### src/rtl/lrsc_pkg.sv
package lrsc_pkg;
  typedef enum logic [1:0] {
    OP_NONE = 2'd0,
    OP_LR   = 2'd1,
    OP_SC   = 2'd2,
    OP_RSVD = 2'd3
  } lrsc_op_e;
endpackage

### src/rtl/lrsc_blk_cmp.sv
module lrsc_blk_cmp #(
  parameter int ADDR_W    = 32,
  parameter int BLK_OFS_W = 6
) (
  input  logic [ADDR_W-1:0] a_i,
  input  logic [ADDR_W-1:0] b_i,
  output logic              same_o
);
  generate
    if (BLK_OFS_W == 0) begin : g_word
      assign same_o = (a_i == b_i);
    end else begin : g_blk
      assign same_o = (a_i[ADDR_W-1:BLK_OFS_W] == b_i[ADDR_W-1:BLK_OFS_W]);
    end
  endgenerate
endmodule

### src/rtl/lrsc_resv_reg.sv
module lrsc_resv_reg #(
  parameter int TAG_W = 26
) (
  input  logic             clk_i,
  input  logic             rst_ni,
  input  logic             arm_i,
  input  logic [TAG_W-1:0] arm_tag_i,
  input  logic             clr_i,
  output logic             valid_o,
  output logic [TAG_W-1:0] tag_o
);
  always_ff @(posedge clk_i or negedge rst_ni) begin
    if (!rst_ni) begin
      valid_o <= 1'b0;
      tag_o   <= '0;
    end else if (arm_i) begin
      valid_o <= 1'b1;
      tag_o   <= arm_tag_i;
    end else if (clr_i) begin
      valid_o <= 1'b0;
    end
  end

  assert_clear_drops_R6: assert property (@(posedge clk_i) disable iff (!rst_ni)
    (clr_i && !arm_i) |=> !valid_o);
  assert_arm_holds_tag_R2: assert property (@(posedge clk_i) disable iff (!rst_ni)
    arm_i |=> (valid_o && tag_o == $past(arm_tag_i)));
  assert_idle_stable_R12: assert property (@(posedge clk_i) disable iff (!rst_ni)
    (!arm_i && !clr_i) |=> ($stable(valid_o) && $stable(tag_o)));
endmodule

### src/rtl/lrsc_sc_gate.sv
module lrsc_sc_gate
  import lrsc_pkg::*;
#(
  parameter int DATA_W = 32
) (
  input  logic              op_valid_i,
  input  lrsc_op_e          op_i,
  input  logic              trap_i,
  input  logic              ctx_sw_i,
  input  logic              resv_valid_i,
  input  logic              cur_hit_i,
  input  logic              inv_resv_hit_i,
  input  logic              inv_cur_hit_i,
  input  logic [DATA_W-1:0] ld_data_i,
  output logic              lr_arm_o,
  output logic              resv_clr_o,
  output logic              mem_we_o,
  output logic              rd_we_o,
  output logic [DATA_W-1:0] rd_data_o
);
  logic kill, is_lr, is_sc, sc_pass;

  always_comb begin
    kill    = trap_i | ctx_sw_i;
    is_lr   = op_valid_i && (op_i == OP_LR);
    is_sc   = op_valid_i && (op_i == OP_SC);
    // invalidate in the evaluation cycle beats the store
    sc_pass = is_sc && !kill && resv_valid_i && cur_hit_i && !inv_resv_hit_i;

    lr_arm_o   = is_lr && !kill && !inv_cur_hit_i;
    resv_clr_o = kill || is_lr || is_sc || inv_resv_hit_i;

    mem_we_o  = sc_pass;
    rd_we_o   = (is_lr || is_sc) && !kill;
    rd_data_o = '0;
    if (is_lr)                rd_data_o = ld_data_i;
    else if (is_sc && !sc_pass) rd_data_o = DATA_W'(1);
  end

  always_comb begin
    assert_we_only_sc_R3: assert (!mem_we_o || is_sc);
    assert_sc_code_R4: assert (!(is_sc && rd_we_o) || ((rd_data_o == '0) == mem_we_o));
    assert_trap_no_wb_R7: assert (!kill || (!mem_we_o && !rd_we_o));
    assert_inv_wins_R10: assert (!(is_sc && inv_resv_hit_i) || !mem_we_o);
  end
endmodule

### src/rtl/lrsc_resv_unit.sv
module lrsc_resv_unit
  import lrsc_pkg::*;
#(
  parameter int ADDR_W    = 32,
  parameter int DATA_W    = 32,
  parameter int BLK_OFS_W = 6
) (
  input  logic              clk_i,
  input  logic              rst_ni,
  input  logic              op_valid_i,
  input  logic [1:0]        op_i,
  input  logic [ADDR_W-1:0] addr_i,
  input  logic [DATA_W-1:0] ld_data_i,
  input  logic [DATA_W-1:0] st_data_i,
  input  logic              trap_i,
  input  logic              ctx_sw_i,
  input  logic              inv_valid_i,
  input  logic [ADDR_W-1:0] inv_addr_i,
  output logic              mem_we_o,
  output logic [ADDR_W-1:0] mem_addr_o,
  output logic [DATA_W-1:0] mem_wdata_o,
  output logic              rd_we_o,
  output logic [DATA_W-1:0] rd_data_o
);
  localparam int TAG_W = ADDR_W - BLK_OFS_W;

  logic              resv_valid;
  logic [TAG_W-1:0]  resv_tag;
  logic [ADDR_W-1:0] resv_addr;
  logic              cur_same, inv_resv_same, inv_cur_same;
  logic              lr_arm, resv_clr;

  generate
    if (BLK_OFS_W == 0) begin : g_nofs
      assign resv_addr = resv_tag;
    end else begin : g_ofs
      assign resv_addr = {resv_tag, {BLK_OFS_W{1'b0}}};
    end
  endgenerate

  lrsc_blk_cmp #(.ADDR_W(ADDR_W), .BLK_OFS_W(BLK_OFS_W)) u_cmp_cur (
    .a_i(addr_i), .b_i(resv_addr), .same_o(cur_same));
  lrsc_blk_cmp #(.ADDR_W(ADDR_W), .BLK_OFS_W(BLK_OFS_W)) u_cmp_inv_resv (
    .a_i(inv_addr_i), .b_i(resv_addr), .same_o(inv_resv_same));
  lrsc_blk_cmp #(.ADDR_W(ADDR_W), .BLK_OFS_W(BLK_OFS_W)) u_cmp_inv_cur (
    .a_i(inv_addr_i), .b_i(addr_i), .same_o(inv_cur_same));

  lrsc_sc_gate #(.DATA_W(DATA_W)) u_gate (
    .op_valid_i     (op_valid_i),
    .op_i           (lrsc_op_e'(op_i)),
    .trap_i         (trap_i),
    .ctx_sw_i       (ctx_sw_i),
    .resv_valid_i   (resv_valid),
    .cur_hit_i      (cur_same),
    .inv_resv_hit_i (inv_valid_i && resv_valid && inv_resv_same),
    .inv_cur_hit_i  (inv_valid_i && inv_cur_same),
    .ld_data_i      (ld_data_i),
    .lr_arm_o       (lr_arm),
    .resv_clr_o     (resv_clr),
    .mem_we_o       (mem_we_o),
    .rd_we_o        (rd_we_o),
    .rd_data_o      (rd_data_o)
  );

  lrsc_resv_reg #(.TAG_W(TAG_W)) u_resv (
    .clk_i     (clk_i),
    .rst_ni    (rst_ni),
    .arm_i     (lr_arm),
    .arm_tag_i (addr_i[ADDR_W-1:BLK_OFS_W]),
    .clr_i     (resv_clr),
    .valid_o   (resv_valid),
    .tag_o     (resv_tag)
  );

  assign mem_addr_o  = addr_i;
  assign mem_wdata_o = st_data_i;

  assert_ctx_fails_sc_R8: assert property (@(posedge clk_i) disable iff (!rst_ni)
    (ctx_sw_i && !(op_valid_i && op_i == 2'd1)) |=> !(op_valid_i && op_i == 2'd2 && mem_we_o));
  assert_sc_then_no_pass_R6: assert property (@(posedge clk_i) disable iff (!rst_ni)
    (op_valid_i && op_i == 2'd2) |=> !(op_valid_i && op_i == 2'd2 && mem_we_o));
  assert_inv_hit_drops_R9: assert property (@(posedge clk_i) disable iff (!rst_ni)
    (inv_valid_i && resv_valid && inv_resv_same && !lr_arm) |=> !resv_valid);
endmodule

### config.mk
export PLATFORM = sky130hd
export DESIGN_NAME = lrsc_resv_unit
export DESIGN_NICKNAME = d
export VERILOG_FILES = /design/src/rtl/lrsc_pkg.sv /design/src/rtl/lrsc_blk_cmp.sv /design/src/rtl/lrsc_resv_reg.sv /design/src/rtl/lrsc_sc_gate.sv /design/src/rtl/lrsc_resv_unit.sv
export SDC_FILE = /design/constraint.sdc
export NUM_CORES = 1
export LEC_CHECK = 0
export BUFFER_PORTS_ARGS = -buffer_cell sky130_fd_sc_hd__clkbuf_2
export CAP_MARGIN = 10
export CORE_MARGIN = 2
export CORE_UTILIZATION = 36
export DETAILED_ROUTE_END_ITERATION = 16
export GPL_TIMING_DRIVEN = 0
export PLACE_DENSITY = 0.78
export SYNTH_ARGS = -nofsm -noshare
export SYNTH_HDL_FRONTEND = slang
export SYNTH_SLANG_ARGS = --single-unit
### constraint.sdc
create_clock -name clk_i -period 2 [get_ports clk_i]
set_clock_uncertainty 0.15 [all_clocks]
set_input_delay 0.4 -clock clk_i [delete_from_list [all_inputs] [get_ports clk_i]]
set_output_delay 0.4 -clock clk_i [all_outputs]
set_load 0.02 [all_outputs]
# Word level (Yosys, flattened, before mapping)
# Cells that the tools add are included.
# totals
regBits	27
in_bits	136
out_inout_bits	98
word_cells	34
# classes
n_eq_ne	5
n_mux	4
bitwise	1
reduce_logical	22
# ops
cell	count
$eq 26x26->1	3
$mux 32	1
$logic_and 1x1->1	13
$logic_not 1->1	4
$logic_or 1x1->1	4
$mux 1	3
$eq 2x1->1 const B	1
$eq 2x2->1 const B	1
$reduce_bool 2->1	1
$or 1x1->1	1

# Longest topological paths before layout
# Gate-level depths: netlist (run 1).
# logic_depth
word_depth	10
ltp_mapped	6
mapped_depth_nobuf	5

# Hierarchy
# A second synthesis (run 1) with hierarchy kept.
# unflattened
cells_unflattened	280
hier_area_um2	2786.4
# by_module_without_submodules
mod	n_inst	cells_per_inst	area_per_inst_um2	seq_area_each_um2
lrsc_resv_reg	1	58	1102.3	675.6
lrsc_blk_cmp	3	35	287.8	0.0
lrsc_resv_unit	1	67	496.7	0.0
lrsc_sc_gate	1	50	324.1	0.0

# Least setup slack after synthesis (run 1)
# Ideal clock, no wire load.
# synth_timing
path_type	register -> output
startpoint	reg u_resv.tag_o[22]
endpoint	out rd_data_o[0]
arrival_ns	1.811
t_required_ns	1.450
slack_ns	-0.361
stages_incl_launch_ff	6
path_buffers	0
cell_sequence	dfrtp_1 xor2_1 nor4_1 nand4_1 o311a_1 o21ai_0
# synth_via
elab_chain_len	8
elab_cells_between_ends	10
classes_between	eq/ne: 2; mux: 2; reduce/logical: 6
# synth_lines
element	line	rtl
start, declared	lrsc_resv_reg.sv:10	output logic [TAG_W-1:0] tag_o
start signal, assigned	lrsc_resv_reg.sv:18	tag_o <= arm_tag_i;
$eq 26x26->1	lrsc_blk_cmp.sv:13	assign same_o = (a_i[ADDR_W-1:BLK_OFS_W] == b_i[ADDR_W-1:BLK_OFS_W]);
$logic_and 1x1->1	lrsc_resv_unit.sv:55	.inv_resv_hit_i (inv_valid_i && resv_valid && inv_resv_same),
$logic_not 1->1	lrsc_sc_gate.sv:28	sc_pass = is_sc && !kill && resv_valid_i && cur_hit_i && !inv_resv_hit_i;
$logic_and 1x1->1 *	lrsc_sc_gate.sv:28	
$logic_not 1->1 *	lrsc_sc_gate.sv:37	else if (is_sc && !sc_pass) rd_data_o = DATA_W'(1);
$logic_and 1x1->1 *	lrsc_sc_gate.sv:37	
$mux 1 *	lrsc_sc_gate.sv:37	
$mux 32 *	lrsc_sc_gate.sv:36	if (is_lr) rd_data_o = ld_data_i;
end, declared	lrsc_resv_unit.sv:23	output logic [DATA_W-1:0] rd_data_o
# Mark *: on every way between the ends. The rest lies on a longest branch, timed or not.

# Final worst setup path (run 1)
# layout_timing
startpoint	reg u_resv.tag_o[21]
endpoint	out rd_data_o[0]
# The elaborated chain is that of the path after synthesis.

==> results of run 1 <==
[layout make-up]
| cell class | instances | area share (%) |
|---|---|---|
| multi-input combinational | 195 | 41.5 |
| timing repair buffer | 198 | 25.0 |
| sequential | 27 | 16.4 |
| buffer | 72 | 13.0 |
| tap | 99 | 3.01 |
| clock buffer | 3 | 1.00 |
| clock inverter | 1 | 0.122 |
[cell families (layout without fill, tap and decap cells)]
kind of cell / Yosys count / count (layout) / share of synthesized area [%]
compound gates: 6 / 6 / 2.40
flops: 27 / 27 / 24.4
buf+inv: 72 / 274 / 19.0
simple gates: 85 / 85 / 18.6
mux: 26 / 26 / 10.9
xor+xnor: 78 / 78 / 24.7
[sequential cells by signal, indices dropped and copies added, names as in the netlist]
signal          cells
u_resv.tag_o       26
u_resv.valid_o      1
[metrics by stage]
stage,power [mW],cell area (sq um)
after floorplan,1.52,2790
after CTS,2.24,3990
after global placement,1.86,3860
after detailed placement,1.90,3860
final,2.31,4110
after global routing,2.43,4110
[timing repair]
action / 4_1_cts / 5_1_grt
endpoints found under the setup margin: 52 / 57
buffers inserted: 6 / 4
endpoints found under the hold margin: 0 / 0
gates resized for setup: 9 / 17
cloned: 0 / 0
hold buffers: 0 / 0
pin swaps: 9 / 16
[power breakdown]
part	internal (mW)	switching [mW]	total, mW
sequential	0.668	0.137	0.806
combinational	0.574	0.612	1.19
clock	0.140	0.182	0.322
[path summary, 6_finish.rpt]
path                             startpoint               end  slack (ns)  cells after the start
max                        u_resv.tag_o[21]      rd_data_o[0]       -0.61                      6
min                                  rst_ni   u_resv.tag_o[3]       0.009                      1
max reg2reg                u_resv.tag_o[22]    u_resv.valid_o       -0.01                      7
min reg2reg                 u_resv.tag_o[1]   u_resv.tag_o[1]        0.42                      1
max in group asynchronous            rst_ni  u_resv.tag_o[12]        1.22                      1
min in group clk_i               addr_i[15]   u_resv.tag_o[9]        0.28                      2
[layer usage]
layer / vias to the layer above / global-route usage [%] / wire length (um)
li1: 1374 / - / -
met3: 12 / 3.53 / 784
met4: 0 / 3.66 / 111
met2: 165 / 41.3 / 5300
met5: - / 0 / 0
met1: 1385 / 25.4 / 3790
[synth_stat cells, types with 5 or more instances]
cell type / n
clkbuf_1: 6
nor4_1: 14
mux2_2: 24
nand3_1: 5
nand4_1: 19
xnor2_1: 56
nand2_1: 5
buf_4: 64
xor2_1: 22
dfrtp_1: 27
and3_1: 31
[placed cells by master (no fill, tap or decap), drive strengths merged]
cell type	synthesis	routed
clkinv	0	1
a2111oi	1	1
dfrtp	27	27
and3	31	31
o311a	1	1
nand3	6	6
o21a	1	1
o21ai	1	1
nor2b	2	2
buf	66	78
nand3b	1	1
clkbuf	6	195
nor3	2	2
nand2	5	5
xor2	22	22
nor2	2	2
xnor2	56	56
and2	1	1
o21bai	1	1
o311ai	1	1
nand4	19	19
nand4b	2	2
nor4	14	14
mux2	26	26
==> qor.txt, run 1 <==
status = finished, violations left
failing checks = negative setup slack
Synth area leaders = dfrtp_1 (24%), xnor2_1 (18%), buf_4 (17%), mux2_2 (9.8%), and3_1 (7.0%)
first-pass GRT wire length = 14500 um
endpoint class of the critical path = primary output
worst slew pin tran = 0.728 ns
Ant. Diodes = 0
Synth Instances = 294
Ports = 234
CP top delay family = simple AND/OR/NAND/NOR gates
post-route ant nets = 0
hold_ws = 0.00916 ns
Post-Route WL = 9980 um
vias per cell = 4.93
WP buf/inv = 1
Floorplan Core Area = 7330 sq um
synthesized flop and latch total = 27
Wirelength per Cell = 16.8 um
fmax = 382 MHz
Area Growth Syn to Fin = 48.6%
dpl cells = 582
Port Buf Inserts = 189
Clock Path Buffers = 2
fin nets = 633
GRT overflow = 0
# setup viols final = 3
vias in the first global route = 2873
H-tree levels = 1
DRC = 0
Mean Syn Cell Area = 9.41 sq um
Yosys top cell by area = dfrtp_1
full die area = 8400 sq um
CP max stage cell = dfrtp_1
pwr dens = 563 nW/um^2
Fillers = 667
fin cells = 595
worst skew pair latency = 0.28 ns
CTS tree = done
crit share post-route = 131%
asr flop ratio synth = 100%
setup ws final = -0.615 ns
sequential area share after synthesis = 24.4%
First-pass DRT Iterations = 4
area occupied by multi-input gates = 1710 sq um
Yosys top cell area share = 24.4%
Mapped Area = 2770 sq um
CTS Sinks = 27
crit path cell chain = xor2_1 > nor4_1 > nand4_1 > o311a_1 > o21ai_4 > buf_8
Synth cell types = 26
Iter 0 DRT Violations = 108
WP data arrival = 2.06 ns
Post-DP HPWL = 8450 um
Syn Nets = 430
number of cell rows = 31
maxcap violations = 0
Die X-Extent = 91.7 um
worst-path fanout max = 3
RSZ-0062 raised after global routing = yes
Slew Viols, Final = 0
Setup TNS = -1.23 ns
largest net degree at the start of global routing = 28
initial core utilization = 37.7%
minimum clock period = 2.61 ns
fin util = 56.1%
Worst setup SP type = register
peak supply drop = 0.388 mV
Hold Vio Cnt, Final = 0
CP required = 1.45 ns
initial antenna violation count = 0
Syn. warnings = 0
CTS Root Buffer Type = clkbuf_8
Clock transition at path regs = 0.10 ns
Die Span Y = 91.7 um
Slew HR = 51.4%
Via Count = 2936
Reg area = 676 sq um
Post-Place Worst Slack = -0.580 ns
critical path class = reg2out
crit-path max cell delay = 0.42 ns
top_reg_cell synth = dfrtp_1
Global Route Usage Sum = 21.6%
EDFF count, synth = 0
Leak = 2.16 nW
hold crit path type = in2async
TritonCTS Buffers = 3
share of layout cells above drive strength 1 = 63.5%
GPL Wtd Cong = 0.907
Power figures use the tool's default switching activity.
==> run 2, diff against run 1 <==
- SKIP_CTS_REPAIR_TIMING: default -> 1
==> qor.txt, run 2 (synthesis gave the netlist of run 1 again) <==
status = finished, violations left
Post-Route WL = 10500 um
worst reg-to-reg path cell count = 6
Clock Path Buffers = 2
largest net degree at the start of global routing = 28
CP required = 1.45 ns
P_int = 1.40 mW
Die X-Extent = 91.7 um
Hold Vio Cnt, Final = 0
CTS Sinks = 27
vias per cell = 4.97
Slew Viols, Final = 0
fin nets = 633
most common cell after layout, fill and taps aside = clkbuf_2
Ports = 234
Comb power frac = 51.5%
# setup viols final = 2
minimum clock period = 2.71 ns
fmax = 370 MHz
CTS Root Buffer Type = clkbuf_8
H-tree levels = 1
First-pass DRT Iterations = 4
worst slew pin tran = 0.738 ns
Post-DP HPWL = 8450 um
Area Growth Syn to Fin = 53.3%
maxcap violations = 0
Switching Fraction = 40.5%
peak supply drop = 0.406 mV
Reg with most FFs = u_resv.tag_o
initial core utilization = 37.7%
hold crit path type = in2async
number of cell rows = 31
endpoint class of the critical path = primary output
most frequent cells in the layout = clkbuf_2 (179), buf_4 (72), xnor2_1 (47)
crit share post-route = 135%
Setup TNS = -1.28 ns
Final Power = 2.36 mW
Slew HR = 50.8%
Largest register FFs = 26
fin util = 57.9%
DP Area = 3860 sq um
setup ws final = -0.705 ns
post-route ant nets = 0
critical path class = reg2out
sw power = 0.954 mW
share of layout cells above drive strength 1 = 64.3%
final instance area = 4240 sq um
TritonCTS Buffers = 3
Iter 0 DRT Violations = 147
CTS tree = done
Die Span Y = 91.7 um
RSZ-0062 raised after global routing = yes
worst-path fanout max = 3
full die area = 8400 sq um
Clock Power Share = 14.0%
Global Route Usage Sum = 21.4%
Worst setup SP type = register
DRC = 0
Port Buf Inserts = 189
R2R Setup Slk = 0.03 ns
Leak = 2.22 nW
Floorplan Core Area = 7330 sq um
GRT overflow = 0
initial antenna violation count = 0
Ant. Diodes = 0
biggest regs = u_resv.tag_o (26), u_resv.valid_o (1)
failing checks = negative setup slack
Wirelength per Cell = 17.7 um
Clock transition at path regs = 0.10 ns
vias in the first global route = 2827
Post-Place Worst Slack = -0.580 ns
Sequential Power Share = 34.5%
GPL Wtd Cong = 0.907
Via Count = 2958
WP data arrival = 2.16 ns
first-pass GRT wire length = 14300 um
worst skew pair latency = 0.28 ns
pwr dens = 556 nW/um^2
## run 2: cell count changes in the layout (fill, tap and decap cells not counted), sizes merged
cell	before	now
buf	78	86
clkbuf	195	187
## run 2: layer usage
metal	global-route usage, %	vias up	share of wire (%)
li1	-	1369	-
met4	4.17	0	1.4
met3	3.62	16	7.2
met2	40.5	161	53
met1	25.2	1412	38
met5	0	-	0
## run 2: worst paths after layout
path | from | to
max in group asynchronous | rst_ni | u_resv.tag_o[0]
max | u_resv.tag_o[17] | rd_data_o[0]
min in group clk_i | addr_i[29] | u_resv.tag_o[23]
max reg2reg | u_resv.tag_o[5] | u_resv.valid_o
min | rst_ni | u_resv.tag_o[22]
min reg2reg | u_resv.tag_o[17] | u_resv.tag_o[17]
## run 2: stage by stage
| step | cells | hold slack [ns] |
|---|---|---|
| after floorplan | 294 | -0.0456 |
| after global placement | 582 | 0.326 |
| after detailed placement | 582 | 0.330 |
| after CTS | 586 | 0.0218 |
| after global routing | 595 | 0.0504 |
| final | 595 | 0.00764 |
## run 2: power by group through the flow
| stage | combinational (mW) | clock [mW] | sequential [mW] |
|---|---|---|---|
| floorplan | 0.728 | 0 | 0.790 |
| global placement | 1.06 | 0 | 0.800 |
| detailed placement | 1.08 | 0 | 0.814 |
| CTS | 1.09 | 0.326 | 0.803 |
| global route | 1.29 | 0.345 | 0.828 |
| finish | 1.21 | 0.330 | 0.812 |
## run 2: worst max-delay path, cell delays in order, from the launching register on
cell	delay [ns]
dfrtp_1	0.42
buf_4	0.15
xnor2_1	0.29
nand4_1	0.13
nor4_1	0.36
o311a_1	0.32
o21ai_4	0.06
buf_6	0.13
## run 2: area by class of cell
class,instances,area (sq um)
multi-input cells,195,1760
clock inverters,1,5.00
well taps,99,124
flip-flops and latches,27,676
plain buffers,72,542
fillers,642,3090
repair buffers,198,1090
clock buffers,3,41.3
==> run 3, diff against run 2 <==
- BUFFER_PORTS_ARGS: -buffer_cell sky130_fd_sc_hd__clkbuf_2 -> default
- CORE_UTILIZATION: 36 -> 35
- DONT_BUFFER_PORTS: default -> 1
- PLACE_DENSITY: 0.78 -> 0.48
- clock period: 2 -> 2.7 ns (I/O delays scaled with it)
==> qor.txt, run 3 (synthesis gave the netlist of run 1 again) <==
Leak = 1.28 nW
First-pass DRT Iterations = 4
GRT overflow = 0
first-pass GRT wire length = 10600 um
worst-path fanout max = 3
initial antenna violation count = 0
share of layout cells above drive strength 1 = 35.7%
WP data arrival = 2.00 ns
crit path from = u_resv.tag_o[15]
Clock Path Buffers = 2
Die X-Extent = 92.9 um
RSZ-0062 raised after global routing = yes
most common cell after layout, fill and taps aside = buf_4
crit share post-route = 99.7%
Ports = 234
CTS Root Buffer Type = clkbuf_8
Hold Vio Cnt, Final = 0
Wirelength per Cell = 19.1 um
critical path class = reg2out
Via Count = 2109
Setup TNS = 0 ns
met3 GRT Util = 4.96%
reg-to-reg startpoint = u_resv.tag_o[15]
vias per cell = 5.25
critical path capture point = rd_data_o[0]
endpoint class of the critical path = primary output
Slew Viols, Final = 0
post-route ant nets = 0
Die Span Y = 92.9 um
status = complete, no violations
setup ws final = 0.00878 ns
worst skew pair latency = 0.28 ns
pwr dens = 498 nW/um^2
hold crit path type = in2reg
CP required = 2.01 ns
hold_ws = 0.245 ns
largest net degree at the start of global routing = 28
biggest regs = u_resv.tag_o (26), u_resv.valid_o (1)
dpl cells = 396
Ant. Diodes = 0
R2R Setup Slk = 0.80 ns
Clock transition at path regs = 0.10 ns
Slew HR = 45.8%
Iter 0 DRT Violations = 106
met2 GRT Util = 24.6%
Worst setup SP type = register
fmax = 372 MHz
H-tree levels = 1
GPL Wtd Cong = 0.933
Area Growth Syn to Fin = 10.4%
initial core utilization = 36.0%
Post-DP HPWL = 6420 um
number of cell rows = 32
Floorplan Core Area = 7690 sq um
maxcap violations = 0
worst reg-to-reg path cell count = 5
fin nets = 437
Port Buf Inserts = 0
Largest register FFs = 26
worst slew pin tran = 0.814 ns
FF-to-FF End = u_resv.valid_o
Post-Route WL = 7690 um
routing usage on met1 = 22.8%
Post-Place Worst Slack = -0.336 ns
fin cells = 402
most frequent cells in the layout = buf_4 (64), xnor2_1 (56), and3_1 (31)
vias in the first global route = 1919
Reg with most FFs = u_resv.tag_o
Global Route Usage Sum = 16.1%
CTS tree = done
full die area = 8630 sq um
layer with the highest usage = met2
DP Area = 2890 sq um
DRC = 0
peak supply drop = 0.241 mV
TritonCTS Buffers = 3
# setup viols final = 0
final instance area = 3050 sq um
CTS Sinks = 27
Fillers = 799
minimum clock period = 2.69 ns
[run 3: cell types whose count changed in the layout (fill, tap and decap cells not counted), sizes merged]
cell / change
clkbuf: -178
buf: -19
dlygate4sd3: +1
[run 3: stage by stage]
stage	total power, mW	util [%]
CTS	1.49	38.2
finish	1.52	39.7
global route	1.61	39.7
global placement	1.23	37.6
floorplan	1.12	-
detailed placement	1.24	37.6
[run 3: area by class of cell]
class                      count  area (sq um)  share of cell area, %
multi-input combinational    195          1650                   54.0
clock inverter                 1          5.00                  0.164
sequential                    27           676                   22.1
tap                          102           128                   4.18
clock buffer                   3          41.3                   1.35
buffer                        72           526                   17.2
timing repair buffer           2          30.0                  0.984
[run 3: power breakdown]
| group | total, mW | leakage [nW] | internal (mW) | switching, mW |
|---|---|---|---|---|
| Sequential | 0.592 | 0.333 | 0.495 | 0.0967 |
| Combinational | 0.684 | 0.920 | 0.325 | 0.359 |
| Clock | 0.245 | 0.0255 | 0.104 | 0.141 |
| Total | 1.52 | 1.28 | 0.924 | 0.597 |
[run 3: layer usage]
| layer | routed length, um | up-vias |
|---|---|---|
| met3 | 748 | 6 |
| li1 | - | 978 |
| met1 | 3370 | 999 |
| met2 | 3490 | 126 |
| met5 | 0 | - |
| met4 | 75 | 0 |
[run 3: critical path, cell delays in order (launching register included)]
cell and delay (ns):
dfrtp_1 0.44, xor2_2 0.17, nor4_4 0.37, nand4_1 0.13, o311a_1 0.37, o21ai_4 0.24
[run 3: how the worst min path moves through the flow]
stage                    start          endpoint  slack, ns  cells past startpoint
global placement        rst_ni  u_resv.tag_o[10]        0.1                      0
global route        addr_i[17]  u_resv.tag_o[11]       0.23                      1
floorplan               rst_ni   u_resv.tag_o[0]       0.09                      0
CTS                     rst_ni   u_resv.tag_o[4]      -0.22                      0
finish              addr_i[17]  u_resv.tag_o[11]       0.24                      1
detailed placement      rst_ni  u_resv.tag_o[10]        0.1                      0
